**src/rtl/i2c_mm_seq.sv**
```systemverilog
module i2c_mm_seq #(
  parameter int PRE  = 4,
  parameter int NB_W = 4
) (
  input  logic            clk,
  input  logic            rst_n,
  input  logic            start_i,
  input  logic [9:0]      addr_i,
  input  logic            ten_i,
  input  logic            rd_i,
  input  logic [NB_W-1:0] nbytes_i,
  input  logic [2:0]      bits_i,
  input  logic [7:0]      tx_data_i,
  input  logic            scl_i,
  input  logic            sda_i,
  output logic            scl_oe_o,
  output logic            sda_oe_o,
  output logic            busy_o,
  output logic            done_o,
  output logic            ack_o,
  output logic            arb_lost_o,
  output logic            byte_o,
  output logic [7:0]      rx_data_o
);
  localparam int CW = (PRE > 1) ? $clog2(PRE) : 1;

  typedef enum logic [1:0] {S_IDLE, S_START, S_BIT, S_STOP} st_t;
  typedef enum logic [1:0] {G_A1, G_A2, G_A1R, G_DAT} seg_t;

  st_t             st;
  seg_t            seg;
  logic [CW-1:0]   cnt;
  logic [1:0]      q;
  logic            ack_ph, rs, ten_l, rd_l, scl_q, sda_q;
  logic [3:0]      left;
  logic [7:0]      sh;
  logic [NB_W-1:0] nb;
  logic [9:0]      addr_l;
  logic [2:0]      bits_l;

  wire       tick      = (cnt == CW'(PRE - 1));
  wire [3:0] nbits     = {bits_l == 3'd0, bits_l};
  wire [7:0] txal      = tx_data_i << (4'd8 - nbits);
  wire [7:0] mask      = 8'hFF >> (4'd8 - nbits);
  wire       rx_mode   = (seg == G_DAT) && rd_l;
  wire [7:0] a1        = ten_l ? {5'b11110, addr_l[9:8], 1'b0} : {addr_l[6:0], rd_l};
  wire       own_one   = (st == S_BIT) && !ack_ph && !rx_mode && sh[7];
  wire       start_det = scl_q && scl_i && sda_q && !sda_i;
  wire       stop_det  = scl_q && scl_i && !sda_q && sda_i;

  assign scl_oe_o = ((st == S_BIT) && !q[1]) ||
                    ((st == S_START) && rs && (q == 2'd0)) ||
                    ((st == S_STOP) && (q == 2'd0));
  assign sda_oe_o = (st == S_START) ? q[1] :
                    (st == S_STOP)  ? !q[1] :
                    (st == S_BIT)   ? (ack_ph ? (rx_mode && nb != NB_W'(1)) : (!rx_mode && !sh[7])) :
                    1'b0;

  always_ff @(posedge clk or negedge rst_n) begin
    if (!rst_n) begin
      st <= S_IDLE; seg <= G_A1; cnt <= '0; q <= '0; ack_ph <= 1'b0; rs <= 1'b0;
      ten_l <= 1'b0; rd_l <= 1'b0; scl_q <= 1'b1; sda_q <= 1'b1; left <= '0; sh <= '0;
      nb <= '0; addr_l <= '0; bits_l <= '0; busy_o <= 1'b0; done_o <= 1'b0;
      ack_o <= 1'b0; arb_lost_o <= 1'b0; byte_o <= 1'b0; rx_data_o <= '0;
    end else begin
      scl_q  <= scl_i;
      sda_q  <= sda_i;
      done_o <= 1'b0;
      byte_o <= 1'b0;
      if (start_det)     busy_o <= 1'b1;
      else if (stop_det) busy_o <= 1'b0;
      if (st == S_IDLE) begin
        cnt <= '0; q <= '0;
      end else begin
        cnt <= tick ? '0 : cnt + CW'(1);
        if (tick) q <= q + 2'd1;
      end
      case (st)
        S_IDLE: if (start_i && !busy_o) begin
          st <= S_START; rs <= 1'b0; arb_lost_o <= 1'b0; ack_o <= 1'b0;
          addr_l <= addr_i; ten_l <= ten_i; rd_l <= rd_i; bits_l <= bits_i; nb <= nbytes_i;
        end
        S_START: if (tick && q == 2'd3) begin
          st <= S_BIT; ack_ph <= 1'b0; left <= 4'd8;
          seg <= rs ? G_A1R : G_A1;
          sh  <= rs ? {5'b11110, addr_l[9:8], 1'b1} : a1;
        end
        S_BIT: begin
          if (tick && q == 2'd2 && ack_ph) begin
            if (!rx_mode) ack_o <= !sda_i;
            if (seg == G_DAT) begin byte_o <= 1'b1; rx_data_o <= sh & mask; end
          end
          if (tick && q == 2'd3) begin
            if (!ack_ph) begin
              if (own_one && !sda_i) begin
                st <= S_IDLE; arb_lost_o <= 1'b1; done_o <= 1'b1;
              end else begin
                sh <= {sh[6:0], sda_i};
                left <= left - 4'd1;
                if (left == 4'd1) ack_ph <= 1'b1;
              end
            end else begin
              ack_ph <= 1'b0; left <= nbits; sh <= txal;
              if (!rx_mode && !ack_o) st <= S_STOP;
              else case (seg)
                G_A1: if (ten_l) begin
                  seg <= G_A2; sh <= addr_l[7:0]; left <= 4'd8;
                end else begin
                  seg <= G_DAT; if (nb == '0) st <= S_STOP;
                end
                G_A2: if (rd_l) begin
                  st <= S_START; rs <= 1'b1;
                end else begin
                  seg <= G_DAT; if (nb == '0) st <= S_STOP;
                end
                G_A1R: begin
                  seg <= G_DAT; if (nb == '0) st <= S_STOP;
                end
                default: begin
                  nb <= nb - NB_W'(1);
                  if (nb == NB_W'(1)) st <= S_STOP;
                end
              endcase
            end
          end
        end
        S_STOP: if (tick && q == 2'd3) begin
          st <= S_IDLE; done_o <= 1'b1;
        end
        default: st <= S_IDLE;
      endcase
    end
  end


  start_gate_chk: assert property (@(posedge clk) disable iff (!rst_n)
    ($past(st) == S_IDLE && st == S_START) |-> $past(!busy_o && start_i));

  busy_set_chk: assert property (@(posedge clk) disable iff (!rst_n)
    start_det |=> busy_o);

  sda_quiet_chk: assert property (@(posedge clk) disable iff (!rst_n)
    (!scl_oe_o && $past(!scl_oe_o) && !$stable(sda_oe_o)) |->
    ($past(st) == S_START || $past(st) == S_STOP));

  done_pulse_chk: assert property (@(posedge clk) disable iff (!rst_n)
    done_o |=> !done_o);

  arb_release_chk: assert property (@(posedge clk) disable iff (!rst_n)
    $rose(arb_lost_o) |-> (st == S_IDLE && done_o && !scl_oe_o && !sda_oe_o));
endmodule

```
**config.mk**
```make
export PLATFORM = sky130hd
export DESIGN_NAME = i2c_mm_seq
export DESIGN_NICKNAME = d
export VERILOG_FILES = /design/src/rtl/i2c_mm_seq.sv
export SDC_FILE = /design/constraint.sdc
export NUM_CORES = 1
export LEC_CHECK = 0
export ABC_AREA = 1
export CELL_PAD_IN_SITES_DETAIL_PLACEMENT = 0
export CELL_PAD_IN_SITES_GLOBAL_PLACEMENT = 1
export CORE_MARGIN = 4
export CORE_UTILIZATION = 44
export DETAILED_ROUTE_END_ITERATION = 8
export PLACE_DENSITY = 0.93
export RECOVER_POWER = 100
export SLEW_MARGIN = 25
export SYNTH_ARGS = -nofsm -noshare
export SYNTH_HDL_FRONTEND = slang
export SYNTH_SLANG_ARGS = --single-unit
```
**constraint.sdc**
```tcl
create_clock -name clk -period 3.4 [get_ports clk]
set_clock_uncertainty 0.1 [all_clocks]
set_input_delay 0.51 -clock clk [delete_from_list [all_inputs] [get_ports clk]]
set_output_delay 0.51 -clock clk [all_outputs]
set_load 0.01 [all_outputs]
```
==> metrics <==
Setup CP Type=flip-flop to output port; R2R cell count=9; setup tns final=0 ns; worst slew pin tran=around 1.7 ns; Main synth FF type=dfrtp_1; Period minus WS final=between 2 and 3 ns; Post-Synthesis Cells=447; IO Count=47; Critical R2R Capture=left[2]; root buf cell=clkbuf_8; post-synthesis register bit count=56; peak supply drop=0.3232 mV; GRT Util Overall=0.1775; status=finished with violations; drt wl/cell=13.65 um; CP required=between 2 and 3 ns; Fin. Hold Viols=0; Sink Count=56; EDFF count, synth=0; Final HPWL DP=6184 um; failing checks=max-capacitance violations, max-slew violations; Final Setup Violations=0; vias in the first global route=approximately 2,900; Post-CTS Repair Setup Buffers=0; DRT Pass-1 Iters=5; Buffers on Ports=46; MaxCap Viol Count=1; Worst setup SP type=flip-flop; Core Rows=32; Reg clk slew, reported paths=about 0.10 ns; die area=between 9000 and 10,000 sq um; CP max FO=25; syn_nets=500; Post-CTS Hold Fix Bufs=0; 1st-iter DRT viols=180; crit path from=st[0]; period utilization=0.8772; CTS H-tree depth=2; share of layout cells above drive strength 1=0.06135; DRT Wirelength=about 8100 um; Util after Layout=0.5254; Yosys warnings=0; mapped cell area=3470 sq um; Fmax achieved=0.3353 GHz; antenna diode count=0; r2r startpoint=st[0]; die width=96.80 um; first-pass GRT wire length=about 14,000 um; reg2reg setup slack=0.44 ns; CTS buffer count=5; Routed Antenna Nets=0; Avg Synthesized Cell Area=roughly 7.8 sq um; Vias/cell=around 5.1; PwrDens=around 790 nW/um^2; Worst Hold Class=flip-flop to flip-flop; CTS tree=yes; CP Capture Type=output port; Worst Setup EP=scl_oe_o; number of gates resized after CTS=0; via total after detailed routing=just over 3,000; Initial Util=0.4513; worst skew pair latency=between 0.3 and 0.4 ns; core box area=a little under 8000 sq um; Yosys cell types=40; Area Overhead vs Synth=16.41%; grt ovf=0; Max Slew Vio Count=34; leakage power=0.001992 uW; Final Wtd Congestion=just over 0.9; RSZ-0062 raised after global routing=false; final net count=541; DIE HEIGHT=about 97 um; arrival time worst endpoint=between 2 and 2.5 ns; async set or reset register ratio after synthesis=1.000; # DRC=0; initial antenna violation count=0; Worst slew margin=-0.1600; sequential area share after synthesis=0.4046; largest net degree at the start of global routing=34; clk buf depth=2
[logic make-up (layout without fill, tap and decap cells)]
family | count (synthesis) | in the layout | share of synthesized area
simple gates | 193 | 193 | 0.2474
compound gates | 94 | 94 | 0.1504
buf+inv | 72 | 114 | 0.08763
flops | 56 | 56 | 0.4046
fa+ha+maj | 21 | 21 | 0.07573
mux | 9 | 9 | 0.02921
xor+xnor | 2 | 2 | 0.005050
[worst min path at each step]
stage,from,end,slack (ns),depth (start not counted)
6_report,cnt[0],cnt[0],0.34,1
3_5_place_dp,cnt[0],cnt[0],0.33,1
5_1_grt,cnt[0],cnt[0],0.39,1
4_1_cts,rst_n,sh[7],0.16,1
3_3_place_gp,cnt[0],cnt[0],0.32,1
2_1_floorplan,rst_n,ack_o,0.11,0
[layer usage]
metal	global-route usage	share of wire	up-vias
li1	-	-	1550
met1	0.2758	0.51	1396
met2	0.2553	0.43	79
met3	0.03100	0.043	8
met4	0.04104	0.011	0
met5	0	0	-
[placed cells by master (no fill, tap or decap), types with 2 or more instances in the layout]
cell             count
a21oi_1             29
a22oi_1              3
clkbuf_8             6
clkdlybuf4s50_1     28
clkinv_2             2
dfrtp_1             54
dfstp_2              2
dlygate4sd3_1       17
ha_1                21
inv_1               56
mux2_2               9
nand2_1             91
nand2_2              4
nand3_1             47
nor2_1              42
nor3_1               3
o211ai_1             2
o21ai_0             44
o21ai_1              2
o21bai_1             3
o31ai_1              4
or2_2                2
xor2_1               2
[synth_stat cells (2+ instances only)]
| cell type | n | area share |
|---|---|---|
| or2_2 | 2 | 0.0036 |
| buf_4 | 5 | 0.011 |
| dfrtp_1 | 54 | 0.39 |
| o211ai_1 | 2 | 0.0043 |
| buf_2 | 4 | 0.0058 |
| ha_1 | 21 | 0.076 |
| o21bai_1 | 3 | 0.0065 |
| a22oi_1 | 3 | 0.0065 |
| o21ai_1 | 5 | 0.0072 |
| o31ai_1 | 4 | 0.0087 |
| mux2_2 | 9 | 0.029 |
| dfstp_2 | 2 | 0.015 |
| nor3_1 | 3 | 0.0043 |
| nor2_1 | 39 | 0.042 |
| a21oi_1 | 29 | 0.042 |
| o21ai_0 | 41 | 0.059 |
| inv_2 | 2 | 0.0022 |
| xor2_1 | 2 | 0.0050 |
| inv_1 | 55 | 0.060 |
| nand2_2 | 4 | 0.0072 |
| nand3_1 | 47 | 0.068 |
| clkbuf_1 | 3 | 0.0032 |
| nand2_1 | 91 | 0.098 |
[power breakdown]
| group | total, uW | leakage (uW) | switching [uW] | internal [uW] |
|---|---|---|---|---|
| Clock | 375 | 0.0000510 | 212 | 163 |
| Sequential | 1110 | 0.000680 | 205 | 902 |
| Combinational | 1700 | 0.00126 | 1080 | 619 |
| Total | 3180 | 0.00199 | 1490 | 1680 |
[flip-flops by register name, summed over array words and instances (netlist names), 2 cells and up]
| signal | count |
|---|---|
| cnt | 2 |
| sh | 8 |
| st | 2 |
| bits_l | 3 |
| seg | 2 |
| rx_data_o | 8 |
| q | 2 |
| nb | 4 |
| left | 4 |
| addr_l | 10 |
[final cells by class]
class	count	area, sq um
Clock buffer	6	82.58
Clock inverter	2	10.01
Fill cell	765	3649
Inverter	59	224.0
Multi-Input combinational cell	319	1732
Sequential cell	56	1404
Tap cell	102	127.6
Timing Repair Buffer	47	459.2
[per-stage QoR]
step / instance area, sq um / hold WS (ns) / cells / total power [uW] / setup WS, ns
2_1_floorplan: 3470 / 0.1144 / 447 / 2395 / 1.353
3_3_place_gp: 3980 / 0.3195 / 583 / 2799 / 0.8362
5_1_grt: 4039 / 0.3858 / 591 / 3494 / 0.2266
3_5_place_dp: 3980 / 0.3277 / 583 / 2837 / 0.7994
4_1_cts: 4073 / 0.1571 / 591 / 3217 / 0.4379
6_report: 4039 / 0.3369 / 591 / 3178 / 0.4176
[worst max-delay path, stage by stage, from the launching register on]
cell	delay [ns]
dfrtp_1	0.42
inv_1	0.14
ha_1	0.50
inv_4	0.20
o21ai_0	0.18
dlygate4sd3_1	0.62
Note: power is estimated with default switching activity, not from simulation.
